## src/rtl/l2tag_pkg.sv

```systemverilog
// l2tag_pkg: shared types and helpers for the L2 tag lookup controller.
// Assumes: 2-bit transaction kind encoding fixed by the bus side.
package l2tag_pkg;

    typedef enum logic [1:0] {
        KIND_READ  = 2'b00,
        KIND_OWN   = 2'b01,
        KIND_WRITE = 2'b10,
        KIND_OTHER = 2'b11
    } bus_kind_e;

    typedef enum logic [1:0] {
        WR_IDLE   = 2'b00,
        WR_STROBE = 2'b01,
        WR_HOLD   = 2'b10
    } wr_state_e;

    typedef struct packed {
        logic inv_all;
        logic own_nofill;
        logic async_hold;
        logic fast_cast;
    } cfg_t;

    // Map the latency select to a clock count; the reserved code runs as 3.
    function automatic logic [1:0] eff_delay(input logic [1:0] sel);
        return (sel == 2'b00) ? 2'd3 : sel;
    endfunction

endpackage

```

## src/rtl/l2tag_lat_timer.sv

```systemverilog
// l2tag_lat_timer: counts the programmed hit latency after a lookup starts.
// Assumes: load is never raised while running (the top gates it with busy).
module l2tag_lat_timer
    import l2tag_pkg::*;
(
    input  logic       clk,
    input  logic       rst_n,
    input  logic       load,
    input  logic [1:0] dly_sel,
    output logic       running,
    output logic       expire
);

    logic [1:0] cnt_q;
    logic       run_q;

    // Count down from latency-1; drop running on the expiry edge.
    always_ff @(posedge clk) begin
        if (!rst_n) begin
            cnt_q <= 2'd0;
            run_q <= 1'b0;
        end else if (load) begin
            cnt_q <= eff_delay(dly_sel) - 2'd1;
            run_q <= 1'b1;
        end else if (run_q) begin
            if (cnt_q == 2'd0) run_q <= 1'b0;
            else               cnt_q <= cnt_q - 2'd1;
        end
    end

    assign running = run_q;
    assign expire  = run_q && (cnt_q == 2'd0);

    AST_EXPIRE_SINGLE: assert property (@(posedge clk) disable iff (!rst_n)
        expire |=> !expire);
    AST_NO_RELOAD: assert property (@(posedge clk) disable iff (!rst_n)
        running |-> !load);

endmodule

```

## src/rtl/l2tag_judge.sv

```systemverilog
// l2tag_judge: compares the stored tag and decides report, write and fill.
// Assumes: tag RAM read data is valid for the latched index at expiry.
module l2tag_judge
    import l2tag_pkg::*;
#(
    parameter int TAG_W = 5
) (
    input  logic [TAG_W-1:0] req_tag,
    input  logic [TAG_W-1:0] rd_tag,
    input  logic             rd_valid,
    input  bus_kind_e        kind,
    input  cfg_t             cfg,
    output logic             hit,
    output logic             do_write,
    output logic             new_valid,
    output logic             do_fill
);

    logic match;
    logic alloc_kind;

    // Decide the lookup outcome from the compare and the configuration.
    always_comb begin
        match      = rd_valid && (rd_tag == req_tag);
        alloc_kind = (kind == KIND_READ) || ((kind == KIND_OWN) && !cfg.own_nofill);
        hit        = match && !cfg.inv_all;
        do_fill    = !cfg.inv_all && !match && alloc_kind;
        do_write   = cfg.inv_all || do_fill;
        new_valid  = do_fill;
    end

endmodule

```

## src/rtl/l2tag_wr_strobe.sv

```systemverilog
// l2tag_wr_strobe: issues the one-cycle tag write strobe and, for an
// asynchronous tag RAM, holds the write data one clock after it falls.
// Assumes: go only arrives while idle.
module l2tag_wr_strobe
    import l2tag_pkg::*;
#(
    parameter int TAG_W = 5
) (
    input  logic             clk,
    input  logic             rst_n,
    input  logic             go,
    input  logic             hold_mode,
    input  logic [TAG_W-1:0] tag_in,
    input  logic             valid_in,
    output logic             tag_we,
    output logic [TAG_W-1:0] wr_tag,
    output logic             valid_o,
    output logic             active
);

    wr_state_e        st_q;
    logic             hold_q;
    logic [TAG_W-1:0] tag_q;
    logic             val_q;

    // Sequence strobe, optional hold cycle, then release of the write data.
    always_ff @(posedge clk) begin
        if (!rst_n) begin
            st_q   <= WR_IDLE;
            hold_q <= 1'b0;
            tag_q  <= '0;
            val_q  <= 1'b0;
        end else begin
            case (st_q)
                WR_IDLE: if (go) begin
                    st_q   <= WR_STROBE;
                    hold_q <= hold_mode;
                    tag_q  <= tag_in;
                    val_q  <= valid_in;
                end
                WR_STROBE: if (hold_q) begin
                    st_q <= WR_HOLD;
                end else begin
                    st_q  <= WR_IDLE;
                    tag_q <= '0;
                    val_q <= 1'b0;
                end
                default: begin
                    st_q  <= WR_IDLE;
                    tag_q <= '0;
                    val_q <= 1'b0;
                end
            endcase
        end
    end

    assign tag_we  = (st_q == WR_STROBE);
    assign active  = (st_q != WR_IDLE);
    assign wr_tag  = tag_q;
    assign valid_o = val_q;

    AST_WE_SINGLE: assert property (@(posedge clk) disable iff (!rst_n)
        tag_we |=> !tag_we);
    AST_HOLD_KEEPS: assert property (@(posedge clk) disable iff (!rst_n)
        ($fell(tag_we) && hold_q) |-> ($stable(wr_tag) && $stable(valid_o) && active));
    AST_SYNC_RELEASE: assert property (@(posedge clk) disable iff (!rst_n)
        ($fell(tag_we) && !hold_q) |-> (!active && wr_tag == '0 && !valid_o));

endmodule

```

## src/rtl/l2tag_ctrl.sv

```systemverilog
// l2tag_ctrl: top of the direct-mapped L2 tag lookup controller. Accepts a
// bus start when idle, times the hit report, and drives tag writes.
// Assumes: tag RAM read data follows tag_idx within the lookup window.
module l2tag_ctrl
    import l2tag_pkg::*;
#(
    parameter int TAG_W = 5,
    parameter int IDX_W = 6,
    localparam int LINE_W = TAG_W + IDX_W
) (
    input  logic              clk,
    input  logic              rst_n,
    input  logic [1:0]        cfg_hit_dly,
    input  logic              cfg_async_hold,
    input  logic              cfg_inv_all,
    input  logic              cfg_own_nofill,
    input  logic              cfg_fast_cast,
    input  logic              bus_start,
    input  logic [LINE_W-1:0] bus_line,
    input  logic [1:0]        bus_kind,
    output logic              busy,
    output logic              hit_vld,
    output logic              hit,
    output logic              fill_req,
    output logic [IDX_W-1:0]  tag_idx,
    input  logic [TAG_W-1:0]  tag_rd_tag,
    input  logic              tag_rd_valid,
    output logic              tag_we,
    output logic [TAG_W-1:0]  tag_wr_tag,
    output logic              tag_valid_o,
    output logic              tag_valid_oe,
    output logic              tag_dirty_o
);

    logic             accept;
    logic             t_running;
    logic             t_expire;
    logic             s_active;
    logic [IDX_W-1:0] idx_q;
    logic [TAG_W-1:0] tag_q;
    bus_kind_e        kind_q;
    cfg_t             cfg_q;
    logic             hit_vld_q;
    logic             hit_q;
    logic             fill_q;
    logic             j_hit;
    logic             j_write;
    logic             j_valid;
    logic             j_fill;

    assign busy   = t_running || s_active;
    assign accept = bus_start && !busy;

    // Capture address, kind and configuration for the accepted transaction.
    always_ff @(posedge clk) begin
        if (!rst_n) begin
            idx_q  <= '0;
            tag_q  <= '0;
            kind_q <= KIND_READ;
            cfg_q  <= '0;
        end else if (accept) begin
            idx_q  <= bus_line[IDX_W-1:0];
            tag_q  <= bus_line[LINE_W-1:IDX_W];
            kind_q <= bus_kind_e'(bus_kind);
            cfg_q  <= '{inv_all: cfg_inv_all, own_nofill: cfg_own_nofill,
                        async_hold: cfg_async_hold, fast_cast: cfg_fast_cast};
        end
    end

    l2tag_lat_timer u_timer (
        .clk     (clk),
        .rst_n   (rst_n),
        .load    (accept),
        .dly_sel (cfg_hit_dly),
        .running (t_running),
        .expire  (t_expire)
    );

    l2tag_judge #(.TAG_W(TAG_W)) u_judge (
        .req_tag   (tag_q),
        .rd_tag    (tag_rd_tag),
        .rd_valid  (tag_rd_valid),
        .kind      (kind_q),
        .cfg       (cfg_q),
        .hit       (j_hit),
        .do_write  (j_write),
        .new_valid (j_valid),
        .do_fill   (j_fill)
    );

    // Register the one-cycle report and fill request at latency expiry.
    always_ff @(posedge clk) begin
        if (!rst_n) begin
            hit_vld_q <= 1'b0;
            hit_q     <= 1'b0;
            fill_q    <= 1'b0;
        end else begin
            hit_vld_q <= t_expire;
            hit_q     <= t_expire && j_hit;
            fill_q    <= t_expire && j_fill;
        end
    end

    l2tag_wr_strobe #(.TAG_W(TAG_W)) u_strobe (
        .clk       (clk),
        .rst_n     (rst_n),
        .go        (t_expire && j_write),
        .hold_mode (cfg_q.async_hold),
        .tag_in    (tag_q),
        .valid_in  (j_valid),
        .tag_we    (tag_we),
        .wr_tag    (tag_wr_tag),
        .valid_o   (tag_valid_o),
        .active    (s_active)
    );

    assign hit_vld      = hit_vld_q;
    assign hit          = hit_q;
    assign fill_req     = fill_q;
    assign tag_idx      = idx_q;
    assign tag_dirty_o  = 1'b0;
    assign tag_valid_oe = !(t_running && cfg_q.async_hold && !cfg_q.fast_cast);

    AST_HIT_QUAL: assert property (@(posedge clk) disable iff (!rst_n)
        hit |-> hit_vld);
    AST_FILL_ON_MISS: assert property (@(posedge clk) disable iff (!rst_n)
        fill_req |-> (hit_vld && !hit && tag_we && tag_valid_o));
    AST_WE_WITH_REPORT: assert property (@(posedge clk) disable iff (!rst_n)
        tag_we |-> hit_vld);
    AST_OE_ON_WRITE: assert property (@(posedge clk) disable iff (!rst_n)
        tag_we |-> tag_valid_oe);
    AST_INV_CLEARS: assert property (@(posedge clk) disable iff (!rst_n)
        (tag_we && cfg_q.inv_all) |-> (!tag_valid_o && !hit && !fill_req));

endmodule

```

## config.mk

```make
export PLATFORM = sky130hd
export DESIGN_NAME = l2tag_ctrl
export DESIGN_NICKNAME = d
export VERILOG_FILES = /design/src/rtl/l2tag_pkg.sv /design/src/rtl/l2tag_lat_timer.sv /design/src/rtl/l2tag_judge.sv /design/src/rtl/l2tag_wr_strobe.sv /design/src/rtl/l2tag_ctrl.sv
export SDC_FILE = /design/constraint.sdc
export NUM_CORES = 1
export LEC_CHECK = 0
export BUFFER_PORTS_ARGS = -buffer_cell sky130_fd_sc_hd__buf_2
export CAP_MARGIN = 30
export CELL_PAD_IN_SITES_DETAIL_PLACEMENT = 1
export CELL_PAD_IN_SITES_GLOBAL_PLACEMENT = 1
export CORE_UTILIZATION = 33
export CTS_CLUSTER_SIZE = 8
export DETAILED_ROUTE_END_ITERATION = 12
export GPL_ROUTABILITY_DRIVEN = 0
export PLACE_DENSITY_LB_ADDON = 0.1
export SYNTH_ARGS = -nofsm -noshare
export SYNTH_HDL_FRONTEND = slang
export SYNTH_SLANG_ARGS = --single-unit
```

## constraint.sdc

```tcl
create_clock -name clk -period 1.81 [get_ports clk]
set_clock_uncertainty 0.05 [all_clocks]
set_input_delay 0.181 -clock clk [delete_from_list [all_inputs] [get_ports clk]]
set_output_delay 0.181 -clock clk [all_outputs]
set_load 0.02 [all_outputs]
```

==> qor.csv, run 1 <==
stage,metric,value,unit
worst_setup_path,crit start category,flop,
timing,# setup viols final,0,
routing,initial DRC count,75,
routing,TritonRoute pass-1 iters,4,
placed_design,# port buffers,45,
final_layout,flip-flop and latch area,641,um2
clock_tree,number of H-tree levels,2,
timing,RSZ-0062 raised after global routing,no,
routing,Antenna Violating Nets Remaining,0,
clock_tree,clock sink count,32,
global_route,largest net degree at the start of global routing,33,
global_route,vias in the first global route,1134,
yosys,Mapped Area,1330,um2
floorplan,chip height,65.4,um
final_layout,Nets,219,
floorplan,Core ar.,3740,um2
yosys,Synth Net Count,172,
timing,final worst-path cycle share,0.885,
pwr,Max IR drop VDD,429,uV
routing,vias,1135,
routing,Residual DRC,0,
yosys,Yosys warnings,0,
timing,clock period minus worst slack,1600,ps
clock_tree,clk_lat worst skew,280,ps
outcome,status,"complete, no violations",
global_route,gr ovfl total,0,
final_layout,Util after Layout,0.446,
final_layout,# diodes,0,
final_layout,Area growth syn-to-layout,26.1,%
global_route,initial antenna violation count,0,
worst_setup_path,CP required,1930,ps
floorplan,DIE WIDTH,65.4,um
final_layout,"most common cell after layout, fill and taps aside",buf_2,
worst_setup_path,type of destination of the critical path,flop,
placed_design,dpl hpwl,2300,um
timing,"Slew Viols, Final",0,
final_layout,Fillers,474,
worst_setup_path,critical path class,flop to flop,
clock_tree,total CTS buffers,5,
timing,setup TNS,0,ps
worst_setup_path,Worst EP arrival,1720,ps
floorplan,die area,4270,um2
pwr,Pleak,0.784,nW
routing,drt total wl,3080,um
timing,worst hold slack,89.2,ps
floorplan,I/O Pins,47,
yosys,Cells after Synth,144,
global_route,GRT Total Usage,0.162,
min_path,HP Class,input pin to flop,
final_layout,most frequent cells in the layout,"buf_2 (45), nand2_1 (39), dfxtp_1 (32)",
yosys,post-synth cell types,34,
clock_tree,cts hold-fix bufs,0,
final_layout,footprint of the multi-input gates,609,um2
floorplan,initial core utilization,0.354,
timing,final hold violation count,0,
yosys,synthesized area per cell,9.20,um2
final_layout,layout cells sized above 1,0.365,
clock_tree,CTS tree,done,
timing,fmax,625,MHz
routing,routed vias/inst,4.73,
clock_tree,clk slew on worst S/H paths,60,ps
worst_setup_path,"Max FO, Critical Path",14,
pwr,pwr dens,935,nW/um2
job,max_cap viols,0,
clock_tree,clock tree buffer depth,2,
clock_tree,setup bufs post-CTS,0,
floorplan,std cell rows,22,
yosys,#FFs+latches synth,32,
global_route,first-pass GRT wire length,5250,um
clock_tree,Clock Tree Root,clkbuf_8,
yosys,"Seq/Total Area, Yosys",0.483,
routing,WL per Instance,12.8,um
==> worst max-delay path: stages, from the launching register on <==
cell,delay [ps]
dfxtp_1,310
or2_2,330
nor2_1,190
nand2_1,210
buf_4,250
nand2_1,80
a21boi_1,70
==> final timing paths <==
kind | endpoint | startpoint | slack, ps | cells past startpoint
worst max-delay path | tag_idx[5]$_SDFFE_PN0P_ | u_strobe.st_q[1]$_SDFFE_PN0P_ | 210 | 6
worst min-delay path | tag_idx[4]$_SDFFE_PN0P_ | bus_line[4] | 90 | 3
worst max register to register | tag_idx[5]$_SDFFE_PN0P_ | u_strobe.st_q[1]$_SDFFE_PN0P_ | 210 | 6
worst min register to register | tag_idx[3]$_SDFFE_PN0P_ | tag_idx[3]$_SDFFE_PN0P_ | 410 | 2
==> cell usage after synthesis (all sizes together) <==
cell	instances	area share
nand2	39	0.11
dfxtp	32	0.48
a21boi	19	0.11
a32o	5	0.042
buf	5	0.035
clkbuf	4	0.011
inv	4	0.011
o21ai	4	0.015
xnor2	4	0.026
and3	3	0.015
a211oi	2	0.019
and2	2	0.0094
and4	2	0.016
nand2b	2	0.0094
nand3	2	0.0076
nor2	2	0.0057
nor3	2	0.011
xor2	2	0.013
a21oi	1	0.0038
a31o	1	0.0066
conb	1	0.0028
nand3b	1	0.0057
nor2b	1	0.0047
nor3b	1	0.0094
o211ai	1	0.0057
o2bb2ai	1	0.0066
or2	1	0.0047
==> final cells by class <==
| type | instances | share of cell area |
|---|---|---|
| timing repair buffer | 49 | 0.153 |
| multi-input combinational | 99 | 0.365 |
| tap | 48 | 0.0360 |
| clock buffer | 8 | 0.0539 |
| sequential | 32 | 0.384 |
| inverter | 4 | 0.00899 |
==> through the flow <==
step | worst slack [ps] | total power (W) | instance area, um2 | std cells
detailed placement | 182 | 0.00103 | 1580 | 232
global route | 18.3 | 0.00165 | 1670 | 240
CTS | 153 | 0.00158 | 1670 | 240
finish | 209 | 0.00156 | 1670 | 240
floorplan | 382 | 0.000945 | 1330 | 144
global placement | 253 | 0.00102 | 1580 | 232
==> power by group <==
group / internal (W) / switching, W
Combinational: 0.000104 / 0.000133
Sequential: 0.000745 / 0.0000309
Clock: 0.000310 / 0.000239
Total: 0.00116 / 0.000403
==> per-layer routing <==
metal,vias up,GRT usage,share of wire
li1,578,-,-
met1,525,0.202,0.47
met2,26,0.265,0.47
met3,6,0.0469,0.041
met4,0,0.0571,0.012
met5,-,0,0
==> what timing repair did <==
action / CTS / global route
gates resized for setup: 0 / 1
endpoints found under the hold margin: 0 / 0
setup endpoints to repair: 0 / 2
==> logic make-up after synthesis <==
kind of cell           Yosys count  share of synthesized area
XOR/XNOR                         6                     0.0397
AND/OR/NAND/NOR                 58                      0.210
flip-flops                      32                      0.483
AO/OA/AOI/OAI                   34                      0.207
buffers and inverters           13                     0.0576
other                            1                    0.00283
==> sequential cells by signal (all words and copies together) (netlist names) <==
name and cells:
cfg_q 4, fill_req 1, hit 1, hit_vld 1
kind_q 2, tag_idx 6, tag_q 5, u_strobe.hold_q 1
u_strobe.st_q 2, u_strobe.valid_o 1, u_strobe.wr_tag 5, u_timer.cnt_q 2
u_timer.running 1
Power figures use the tool's default switching activity.
==> run 2, diff against run 1 <==
--- a/config.mk
+++ b/config.mk
@@ -5,15 +5,17 @@
 export SDC_FILE = /design/constraint.sdc
 export NUM_CORES = 1
 export LEC_CHECK = 0
+export ABC_AREA = 1
 export BUFFER_PORTS_ARGS = -buffer_cell sky130_fd_sc_hd__buf_2
 export CAP_MARGIN = 30
 export CELL_PAD_IN_SITES_DETAIL_PLACEMENT = 1
 export CELL_PAD_IN_SITES_GLOBAL_PLACEMENT = 1
 export CORE_UTILIZATION = 33
-export CTS_CLUSTER_SIZE = 8
+export CTS_CLUSTER_SIZE = 28
 export DETAILED_ROUTE_END_ITERATION = 12
 export GPL_ROUTABILITY_DRIVEN = 0
 export PLACE_DENSITY_LB_ADDON = 0.1
 export SYNTH_ARGS = -nofsm -noshare
 export SYNTH_HDL_FRONTEND = slang
+export SYNTH_HIERARCHICAL = 1
 export SYNTH_SLANG_ARGS = --single-unit
==> qor.csv, run 2 <==
stage,metric,value,unit
final_layout,Layout Cell Area excl Fill,2010,um2
yosys,"Seq/Total Area, Yosys",0.393,
worst_setup_path,type of destination of the critical path,flop,
clock_tree,clock tree buffer depth,2,
yosys,most common cell in the netlist,nand2_1,
yosys,top cell type's share of synthesized area,0.393,
clock_tree,Clock Tree Root,clkbuf_8,
pwr,sequential power share,0.419,
clock_tree,clock sink count,32,
yosys,synthesized area per cell,6.36,um2
floorplan,std cell rows,25,
pwr,internal power,0.00136,W
pwr,Clk network pwr share,0.336,
routing,Antenna Violating Nets Remaining,0,
min_path,HP Class,input pin to flop,
worst_setup_path,crit start category,flop,
routing,TritonRoute pass-1 iters,3,
final_layout,layout cells sized above 1,0.225,
routing,routed vias/inst,4.29,
yosys,Cells after Synth,256,
timing,RSZ-0062 raised after global routing,no,
yosys,number of flops mapped to enable cells by yosys,0,
worst_setup_path,"Max FO, Critical Path",6,
yosys,Synth Flop Type,dfxtp_1,
routing,initial DRC count,50,
final_layout,Fillers,646,
worst_setup_path,Worst EP arrival,1770,ps
final_layout,max FFs per register,6,
clock_tree,CTS tree,done,
clock_tree,number of H-tree levels,2,
placed_design,Post-DP Area,1900,um2
final_layout,most frequent cells in the layout,"nand2_1 (65), inv_1 (51), buf_2 (45)",
clock_tree,total CTS buffers,5,
routing,WL per Instance,10.6,um
yosys,Yosys warnings,6,
pwr,Pleak,1.18,nW
routing,Residual DRC,0,
placed_design,# port buffers,45,
yosys,ys async rst share,0,
clock_tree,cts hold-fix bufs,0,
timing,fmax,604,MHz
clock_tree,clk slew on worst S/H paths,70,ps
timing,worst hold slack,167,ps
timing,"Slew Viols, Final",0,
pwr,Logic pwr share,0.244,
final_layout,# diodes,0,
global_route,initial antenna violation count,0,
final_layout,Nets,329,
global_route,largest net degree at the start of global routing,35,
floorplan,DIE WIDTH,72.3,um
yosys,Commonest cells post-synth,"nand2_1 (65), inv_1 (51), nor2_1 (33), dfxtp_1 (32), nand3_1 (24)",
floorplan,I/O Pins,47,
pwr,Psw,0.000628,W
timing,setup TNS,0,ps
floorplan,chip height,72.3,um
global_route,GRT Total Usage,0.172,
global_route,first-pass GRT wire length,6890,um
yosys,Synth Net Count,284,
timing,# setup viols final,0,
pwr,pwr dens,991,nW/um2
floorplan,die area,5220,um2
global_route,vias in the first global route,1524,
yosys,largest area contributor in the netlist,dfxtp_1,
routing,vias,1584,
yosys,#FFs+latches synth,32,
yosys,top post-synthesis cells by area,"dfxtp_1 (39%), nand2_1 (15%), inv_1 (12%)",
final_layout,"most common cell after layout, fill and taps aside",nand2_1,
timing,final worst-path cycle share,0.914,
outcome,status,"complete, no violations",
pwr,total power,0.00199,W
job,max_cap viols,0,
placed_design,dpl hpwl,3000,um
floorplan,Core ar.,4720,um2
pwr,Max IR drop VDD,330,uV
yosys,post-synth cell types,17,
global_route,gr ovfl total,0,
final_layout,Area growth syn-to-layout,23.4,%
worst_setup_path,R2R Setup Slk,160,ps
pwr,sw frac,0.315,
worst_setup_path,critical path class,flop to flop,
yosys,Mapped Area,1630,um2
routing,drt total wl,3930,um
worst_setup_path,CP required,1930,ps
final_layout,Util after Layout,0.426,
floorplan,initial core utilization,0.345,
clock_tree,clk_lat worst skew,280,ps
timing,clock period minus worst slack,1650,ps
timing,final hold violation count,0,
[run 2: path summary, 6_finish.rpt]
kind,startpoint,to,cells after the start
worst max-delay path,u_timer/running$_SDFF_PN0_,u_strobe/wr_tag[3]$_SDFFE_PN0P_,10
worst min-delay path,bus_line[1],tag_idx[1]$_SDFFE_PN0P_,5
worst max register to register,u_timer/running$_SDFF_PN0_,u_strobe/wr_tag[3]$_SDFFE_PN0P_,10
worst min register to register,tag_idx[2]$_SDFFE_PN0P_,tag_idx[2]$_SDFFE_PN0P_,2
[run 2: final cells by class]
class                   count  area [um2]  area share
multi-input cells         159         708       0.352
flip-flops and latches     32         642       0.319
repair buffers             51         270       0.134
inverters                  52         195      0.0971
well taps                  67        83.8      0.0417
clock buffers               5        68.8      0.0342
clock inverters             3        42.5      0.0212
[run 2: stage by stage]
step / instances / worst slack (ps)
after floorplan: 256 / 9.12
after global placement: 361 / 160
final: 369 / 156
after detailed placement: 361 / 145
after CTS: 369 / 124
after global routing: 369 / 25.6
[run 2: power groups by stage]
stage	combinational [W]	clock, W	sequential (W)
final	0.000487	0.000670	0.000835
after global routing	0.000560	0.000729	0.000847
after CTS	0.000495	0.000703	0.000837
after detailed placement	0.000494	0	0.000852
after global placement	0.000485	0	0.000850
after floorplan	0.000347	0	0.000869
[run 2: cell families after synthesis]
| group | count (synthesis) | share of synthesized area |
|---|---|---|
| AO/OA/AOI/OAI | 20 | 0.0614 |
| other | 1 | 0.00230 |
| buffers and inverters | 65 | 0.174 |
| flip-flops | 32 | 0.393 |
| AND/OR/NAND/NOR | 138 | 0.369 |
[run 2: worst max-delay path: stages, from the launching register on]
cell and delay, ps:
dfxtp_1 440, inv_1 110, nor3_1 250, buf_4 170, nand2_1 40, inv_1 120
inv_1 100, nand2_2 70, nand2_2 90, nand2_1 70, nand2_1 40
[run 2: routing by layer]
layer / share of wire / routed length (um) / vias to the layer above / GRT usage
met5: 0 / 0 / - / 0
met4: 0.0074 / 29 / 0 / 0.0588
met3: 0.038 / 148 / 2 / 0.0500
met2: 0.49 / 1910 / 27 / 0.292
met1: 0.47 / 1850 / 700 / 0.207
li1: - / - / 855 / -
[run 2: what timing repair did]
item / 4_1_cts / 5_1_grt
buffers inserted: 0 / 0
gates resized for setup: 0 / 1
setup endpoints to repair: 0 / 1
